<file path="src/rtl/isu_pkg.sv">
package isu_pkg;
  localparam int NUM_SRC     = 5;
  localparam int NUM_STICKY  = 3;

  // bit positions shared by status, enable and clear words
  localparam int BIT_FOVR = 0;
  localparam int BIT_FWM  = 1;
  localparam int BIT_EOS  = 2;
  localparam int BIT_PEN  = 3;
  localparam int BIT_BOD  = 4;

  // byte offsets
  localparam int OFS_MASKED = 'h00;
  localparam int OFS_RAW    = 'h04;
  localparam int OFS_ENABLE = 'h08;
  localparam int OFS_CLEAR  = 'h0C;
  localparam int OFS_LEVEL  = 'h10;

  typedef struct packed {
    logic enable;
    logic clear;
    logic level;
  } wr_hit_t;
endpackage

</file>
<file path="src/rtl/isu_sticky_bank.sv">
module isu_sticky_bank #(
  parameter int N = 3
) (
  input  logic         clk,
  input  logic         rst_n,
  input  logic [N-1:0] set_pulse,
  input  logic [N-1:0] clr_req,
  output logic [N-1:0] sticky_q
);
  for (genvar i = 0; i < N; i++) begin : g_bit
    logic q;
    always_ff @(posedge clk) begin
      if (!rst_n)            q <= 1'b0;
      else if (set_pulse[i]) q <= 1'b1;
      else if (clr_req[i])   q <= 1'b0;
    end
    assign sticky_q[i] = q;

    // a pulse always leaves the bit set, clear or not
    a_r5_set_wins: assert property (@(posedge clk) disable iff (!rst_n)
      set_pulse[i] |=> sticky_q[i]);
    // holds until cleared
    a_r4_hold: assert property (@(posedge clk) disable iff (!rst_n)
      (sticky_q[i] && !clr_req[i]) |=> sticky_q[i]);
    // clear without pulse drops the bit
    a_r4_clear: assert property (@(posedge clk) disable iff (!rst_n)
      (clr_req[i] && !set_pulse[i]) |=> !sticky_q[i]);
    // no spontaneous set
    a_r4_no_spont: assert property (@(posedge clk) disable iff (!rst_n)
      (!sticky_q[i] && !set_pulse[i]) |=> !sticky_q[i]);
  end
endmodule

</file>
<file path="src/rtl/isu_fifo_cond.sv">
module isu_fifo_cond #(
  parameter int FIFO_DEPTH = 16,
  parameter int LVL_W      = $clog2(FIFO_DEPTH + 1)
) (
  input  logic             clk,
  input  logic             rst_n,
  input  logic [LVL_W-1:0] fifo_level,
  input  logic             fifo_push_try,
  input  logic [LVL_W-1:0] wm_level,
  output logic             wm_q,
  output logic             ovr_q
);
  localparam logic [LVL_W-1:0] FULL_LVL = LVL_W'(FIFO_DEPTH);

  logic at_full;
  logic above_wm;

  assign at_full  = (fifo_level == FULL_LVL);
  assign above_wm = (fifo_level > wm_level);

  always_ff @(posedge clk) begin
    if (!rst_n) begin
      wm_q  <= 1'b0;
      ovr_q <= 1'b0;
    end else begin
      wm_q  <= above_wm;
      ovr_q <= at_full && (ovr_q || fifo_push_try);
    end
  end

  // watermark follows the comparison one cycle later
  a_r7_wm_on: assert property (@(posedge clk) disable iff (!rst_n)
    (fifo_level > wm_level) |=> wm_q);
  a_r7_wm_off: assert property (@(posedge clk) disable iff (!rst_n)
    (fifo_level <= wm_level) |=> !wm_q);
  // overrun entry, hold, exit
  a_r8_ovr_enter: assert property (@(posedge clk) disable iff (!rst_n)
    (fifo_push_try && fifo_level == FULL_LVL) |=> ovr_q);
  a_r8_ovr_hold: assert property (@(posedge clk) disable iff (!rst_n)
    (ovr_q && fifo_level == FULL_LVL) |=> ovr_q);
  a_r8_ovr_exit: assert property (@(posedge clk) disable iff (!rst_n)
    (fifo_level != FULL_LVL) |=> !ovr_q);
endmodule

</file>
<file path="src/rtl/isu_regfile.sv">
module isu_regfile
  import isu_pkg::*;
#(
  parameter int DATA_W    = 32,
  parameter int ADDR_W    = 8,
  parameter int LVL_W     = 5,
  parameter int WM_RESET  = 8
) (
  input  logic                  clk,
  input  logic                  rst_n,
  input  logic                  reg_wr,
  input  logic [ADDR_W-1:0]     reg_addr,
  input  logic [DATA_W-1:0]     reg_wdata,
  input  logic [NUM_SRC-1:0]    raw,
  output logic [NUM_SRC-1:0]    masked,
  output logic [NUM_STICKY-1:0] clr_req,
  output logic [LVL_W-1:0]      wm_level,
  output logic [DATA_W-1:0]     reg_rdata
);
  localparam logic [ADDR_W-1:0] A_MASKED = ADDR_W'(OFS_MASKED);
  localparam logic [ADDR_W-1:0] A_RAW    = ADDR_W'(OFS_RAW);
  localparam logic [ADDR_W-1:0] A_ENABLE = ADDR_W'(OFS_ENABLE);
  localparam logic [ADDR_W-1:0] A_CLEAR  = ADDR_W'(OFS_CLEAR);
  localparam logic [ADDR_W-1:0] A_LEVEL  = ADDR_W'(OFS_LEVEL);

  logic [NUM_SRC-1:0] en_q;
  wr_hit_t            hit;
  logic               unused_wdata;

  assign unused_wdata = ^reg_wdata[DATA_W-1:NUM_SRC];

  assign hit.enable = reg_wr && (reg_addr == A_ENABLE);
  assign hit.clear  = reg_wr && (reg_addr == A_CLEAR);
  assign hit.level  = reg_wr && (reg_addr == A_LEVEL);

  always_ff @(posedge clk) begin
    if (!rst_n) begin
      en_q     <= '0;
      wm_level <= LVL_W'(WM_RESET);
    end else begin
      if (hit.enable) en_q     <= reg_wdata[NUM_SRC-1:0];
      if (hit.level)  wm_level <= reg_wdata[LVL_W-1:0];
    end
  end

  // only the sticky positions of a clear write reach the bank
  assign clr_req = hit.clear ? reg_wdata[BIT_BOD:BIT_EOS] : '0;

  assign masked = raw & en_q;

  always_comb begin
    reg_rdata = '0;
    case (reg_addr)
      A_MASKED: reg_rdata[NUM_SRC-1:0] = masked;
      A_RAW:    reg_rdata[NUM_SRC-1:0] = raw;
      A_ENABLE: reg_rdata[NUM_SRC-1:0] = en_q;
      A_LEVEL:  reg_rdata[LVL_W-1:0]   = wm_level;
      default:  reg_rdata = '0;
    endcase
  end

  // enable changes only on a write to its offset
  a_r9_en_stable: assert property (@(posedge clk) disable iff (!rst_n)
    !hit.enable |=> $stable(en_q));
  a_r9_en_write: assert property (@(posedge clk) disable iff (!rst_n)
    hit.enable |=> (en_q == $past(reg_wdata[NUM_SRC-1:0])));
  // reserved bits of masked word
  a_r2_reserved_zero: assert property (@(posedge clk) disable iff (!rst_n)
    (reg_addr == A_MASKED) |-> (reg_rdata[DATA_W-1:NUM_SRC] == '0));
  // masked never wider than raw
  a_r3_masked_subset: assert property (@(posedge clk) disable iff (!rst_n)
    ((masked & ~raw) == '0));
  // clear offset reads zero
  a_r11_clear_reads_zero: assert property (@(posedge clk) disable iff (!rst_n)
    (reg_addr == A_CLEAR) |-> (reg_rdata == '0));
endmodule

</file>
<file path="src/rtl/intr_status_unit.sv">
module intr_status_unit
  import isu_pkg::*;
#(
  parameter int DATA_W     = 32,
  parameter int ADDR_W     = 8,
  parameter int FIFO_DEPTH = 16,
  parameter int WM_RESET   = 8,
  localparam int LVL_W     = $clog2(FIFO_DEPTH + 1)
) (
  input  logic              clk,
  input  logic              rst_n,
  input  logic              reg_wr,
  input  logic [ADDR_W-1:0] reg_addr,
  input  logic [DATA_W-1:0] reg_wdata,
  output logic [DATA_W-1:0] reg_rdata,
  input  logic              evt_brownout,
  input  logic              evt_pen,
  input  logic              evt_eos,
  input  logic [LVL_W-1:0]  fifo_level,
  input  logic              fifo_push_try,
  output logic              irq
);
  logic [NUM_STICKY-1:0] sticky_q;
  logic [NUM_STICKY-1:0] clr_req;
  logic [NUM_SRC-1:0]    raw;
  logic [NUM_SRC-1:0]    masked;
  logic [LVL_W-1:0]      wm_level;
  logic                  wm_q;
  logic                  ovr_q;

  isu_sticky_bank #(.N(NUM_STICKY)) u_sticky (
    .clk       (clk),
    .rst_n     (rst_n),
    .set_pulse ({evt_brownout, evt_pen, evt_eos}),
    .clr_req   (clr_req),
    .sticky_q  (sticky_q)
  );

  isu_fifo_cond #(.FIFO_DEPTH(FIFO_DEPTH), .LVL_W(LVL_W)) u_fifo (
    .clk           (clk),
    .rst_n         (rst_n),
    .fifo_level    (fifo_level),
    .fifo_push_try (fifo_push_try),
    .wm_level      (wm_level),
    .wm_q          (wm_q),
    .ovr_q         (ovr_q)
  );

  assign raw = {sticky_q, wm_q, ovr_q};

  isu_regfile #(
    .DATA_W   (DATA_W),
    .ADDR_W   (ADDR_W),
    .LVL_W    (LVL_W),
    .WM_RESET (WM_RESET)
  ) u_regs (
    .clk       (clk),
    .rst_n     (rst_n),
    .reg_wr    (reg_wr),
    .reg_addr  (reg_addr),
    .reg_wdata (reg_wdata),
    .raw       (raw),
    .masked    (masked),
    .clr_req   (clr_req),
    .wm_level  (wm_level),
    .reg_rdata (reg_rdata)
  );

  always_ff @(posedge clk) begin
    if (!rst_n) irq <= 1'b0;
    else        irq <= |masked;
  end

  // irq follows the masked word one cycle late
  a_r10_irq_rise: assert property (@(posedge clk) disable iff (!rst_n)
    (|masked) |=> irq);
  a_r10_irq_fall: assert property (@(posedge clk) disable iff (!rst_n)
    (masked == '0) |=> !irq);
endmodule

</file>
<file path="config.mk">
export PLATFORM = sky130hd
export DESIGN_NAME = intr_status_unit
export DESIGN_NICKNAME = d
export VERILOG_FILES = /design/src/rtl/isu_pkg.sv /design/src/rtl/isu_sticky_bank.sv /design/src/rtl/isu_fifo_cond.sv /design/src/rtl/isu_regfile.sv /design/src/rtl/intr_status_unit.sv
export SDC_FILE = /design/constraint.sdc
export NUM_CORES = 1
export LEC_CHECK = 0
export CAP_MARGIN = 20
export CORE_AREA = 4 4 63 65
export DETAILED_ROUTE_END_ITERATION = 6
export DIE_AREA = 0 0 67 69
export PLACE_DENSITY_LB_ADDON = 0.3
export SETUP_SLACK_MARGIN = 0.2
export SYNTH_ARGS = -nofsm -noshare
export SYNTH_HDL_FRONTEND = slang
export SYNTH_SLANG_ARGS = --single-unit
</file>
<file path="constraint.sdc">
create_clock -name clk -period 2.5 [get_ports clk]
set_input_delay 0.5 -clock clk [delete_from_list [all_inputs] [get_ports clk]]
set_output_delay 0.5 -clock clk [all_outputs]
set_load 0.005 [all_outputs]
</file>
==> results of run 1 <==
==> state kept, by name (all words and copies together), names as in the netlist <==
signal / count
u_fifo.wm_q: 1
irq: 1
u_fifo.ovr_q: 1
u_sticky.g_bit.q: 3
u_regs.wm_level: 5
u_regs.en_q: 5
==> worst max path at each step <==
| stage | from | end | slack [ns] | cells after the start |
|---|---|---|---|---|
| 3_3_place_gp | reg_addr[7] | reg_rdata[2] | -0.42 | 5 |
| 5_1_grt | reg_addr[6] | reg_rdata[1] | 0.20 | 5 |
| 2_1_floorplan | reg_addr[7] | reg_rdata[0] | 0.41 | 4 |
| 3_5_place_dp | reg_addr[7] | reg_rdata[0] | -0.46 | 5 |
| 4_1_cts | reg_addr[4] | reg_rdata[2] | 0.21 | 6 |
| 6_report | reg_addr[6] | reg_rdata[2] | 0.24 | 5 |
==> metrics by stage <==
| stage | utilization [%] | TNS, ns | setup WS (ns) | instance area (µm²) | hold WS, ns |
|---|---|---|---|---|---|
| final | 44.4 | 0 | 0.244 | 1480 | 0.492 |
| after global routing | 44.4 | 0 | 0.203 | 1480 | 0.520 |
| after CTS | 43.4 | 0 | 0.207 | 1450 | 0.494 |
| after detailed placement | 42.7 | -2.73 | -0.460 | 1430 | 0.480 |
| after global placement | 42.7 | -2.26 | -0.424 | 1430 | 0.470 |
| after floorplan | - | 0 | 0.412 | 1240 | 0.449 |
==> worst max-delay path: cells and delay by family <==
family,cells,cell delay (ns)
buffers and inverters,2,0.35
AND/OR/NAND/NOR,2,0.80
AO/OA/AOI/OAI,1,0.10
==> power groups by stage <==
stage	clock [µW]	combinational (µW)	sequential (µW)
floorplan	0	71.8	268
global placement	0	95.7	270
detailed placement	0	98.1	270
CTS	175	97.3	264
global route	190	114	265
finish	169	103	264
==> cell type report <==
type | count | area [µm²]
flip-flops and latches | 16 | 320
multi-input cells | 109 | 683
clock buffers | 4 | 36.3
inverters | 10 | 37.5
fillers | 360 | 1850
repair buffers | 39 | 348
well taps | 46 | 57.6
==> per-layer routing <==
layer	track usage [%]	vias to the layer above	wire length (µm)
met4	6.53	0	52
met3	2.60	4	215
met5	0	-	0
met2	20.7	33	1440
met1	13.8	479	1130
li1	-	519	-
==> cell families (layout without fill, tap and decap cells) <==
group,count (synthesis),after routing,share of synthesized area (%)
muxes,5,5,4.38
adders and majority gates,5,5,5.48
DFF,16,16,28.0
other,1,27,0.328
and+or+nand+nor,37,37,18.4
AOI/OAI and AO/OA,35,35,19.7
buffers and inverters,43,53,23.7
==> what timing repair did <==
| action | 4_1_cts | 5_1_grt |
|---|---|---|
| pin swaps | 4 | 1 |
| cloned | 0 | 1 |
| gates resized for setup | 30 | 9 |
| endpoints found under the setup margin | 6 | 5 |
==> cell usage in the layout (no fill, tap or decap), drive strengths merged, types with 2 or more instances in the layout <==
cell type | synthesis | routed
conb | 1 | 27
clkdlybuf4s50 | 0 | 18
dfxtp | 16 | 16
buf | 28 | 14
nand2 | 12 | 12
o21ai | 10 | 10
inv | 10 | 10
a21oi | 8 | 8
nand3 | 7 | 7
mux2i | 5 | 5
ha | 5 | 5
nor2b | 5 | 5
clkbuf | 5 | 4
o211ai | 3 | 3
a21o | 3 | 3
a41oi | 3 | 3
dlymetal6s2s | 0 | 3
dlygate4sd2 | 0 | 3
nor2 | 3 | 3
nor3b | 2 | 2
o22ai | 2 | 2
a211oi | 2 | 2
==> impl_metrics.csv, run 1 <==
group,metric,value,unit
run_status,outcome,"finished clean",
yosys,synth_top_cells_by_area,"dfxtp_1 (28%), buf_4 (18%), ha_1 (5.5%)",
critical_path,crit_required,2.00,ns
drt,drc,0,
global_route,grt_pass1_vias,1008,
drt,wl_per_cell,12.7,µm
job,max-cap-violations,0,
cts,cts-htree-levels,1,
critical_path,ff2ff_setup_slack,1.24,ns
yosys,synth_area,0.00114,mm²
yosys,syn_inst,142,
drt,antenna_left,0,
yosys,ys_warn_count,0,
floorplan,design.core.area,0.00334,mm²
critical_path,arrival,1.76,ns
critical_path,rr_endpoint,"u_fifo.wm_q",
pwr,p_switching,134,µW
cells_and_area,diodes,0,
sta,period_share,90.2,%
pwr,p_int,402,µW
sta,relSlewSlack,58.4,%
yosys,synth_ff_type,"dfxtp_1",
cts,post_cts_buffers,0,
hold_path,hold-path-endpoint,"u_regs.en_q[3]",
floorplan,rows,21,
drt,wirelength,2840,µm
yosys,ys_top_cells_by_count,"buf_4 (27), dfxtp_1 (16), nand2_1 (12)",
critical_path,crit_type,"primary input to output pin",
critical_path,worstPathCellList,"dlygate4sd2_1 -> or4_4 -> or2_4 -> a21oi_2 -> buf_2",
critical_path,start_kind,"primary input",
pwr,pwr-share-seq,49.2,%
floorplan,fp.dieArea,0.00462,mm²
cells_and_area,final_nets,236,
yosys,yosysTopAreaCellShare,28.0,%
critical_path,cp_slowest_cell,"or4_4",
cts,cts_tree,"yes",
yosys,synth_top_cell_by_area,"dfxtp_1",
yosys,syn_avg_cell_area,8.04,µm²
pwr,p_per_area,361,mW/mm²
cts,hold_buffers,0,
cells_and_area,drive_gt1_share,16.9,%
pwr,vdd_ir_drop_max,0.000151,V
yosys,synth-edff-count,0,
global_route,grt_max_degree,22,
yosys,yosys_register_bits,16,
sta,setup_viol,0,
cells_and_area,syn2layout_area_growth,29.8,%
hold_path,hp-class,"register to register",
floorplan,die_w,67,µm
global_route,grt_overflow,0,
pwr,p_sw_share,25.0,%
place,placed_cells,219,
sta,fin_crit,2.26,ns
floorplan,num_io_pins,85,
global_route,grt_pass1_wl,4470,µm
pwr,clockPowerShare,31.6,%
sta,hold_viol,0,
cts,cts_made_buffers,3,
place,port_buffers,30,
cts,cts_root_buf,"clkbuf_4",
critical_path,max_stage_delay,0.51,ns
yosys,yosysSeqAreaShare,28.0,%
sta,worstMarginPinSlew,0.622,ns
cts,clock_latency,0.28,ns
drt,first_pass_iters,4,
drt,num_vias,1035,
floorplan,start_util,34.2,%
yosys,yosysMostFrequentCell,"buf_4",
critical_path,cp-end-kind,"output pin",
yosys,async_flop_share,0,%
cts,clkSlewWorstSetupHoldPaths,0.09,ns
pwr,share_comb_of_total_power,19.2,%
sta,max_freq,443,MHz
place,post-dp-hpwl,2310,µm
hold_path,hold_depth,2,
critical_path,worstRegToRegCells,6,
pwr,p_leak,0.000664,µW
pwr,power,536,µW
critical_path,crit_fanout,6,
cts,clock-sinks,16,
hold_path,hp-start,"u_regs.en_q[3]",
drt,drt-initial-drc-count,59,
cells_and_area,fin_cells,224,
sta,finClkSkew,0.00162,ns
sta,maxSlewViolCount,0,
sta,rsz0062_at_grt,"no",
cts,cts_buffer_depth,2,
critical_path,r2r_start,"u_regs.wm_level[2]",
floorplan,fp.dieH,69,µm
drt,vias_per_cell,4.62,
global_route,antenna_found_initial,0,
yosys,yosysUniqueCellTypes,32,
global_route,track_usage,12.2,%
place,gp_congestion,0.815,
Power figures use the tool's default switching activity.
==> run 2: changes to the inputs <==
- CAP_MARGIN: 20 -> 30
- SLEW_MARGIN: default -> 5
==> results of run 2 <==
Final layout, timing and power as in run 1 (identical DEF).
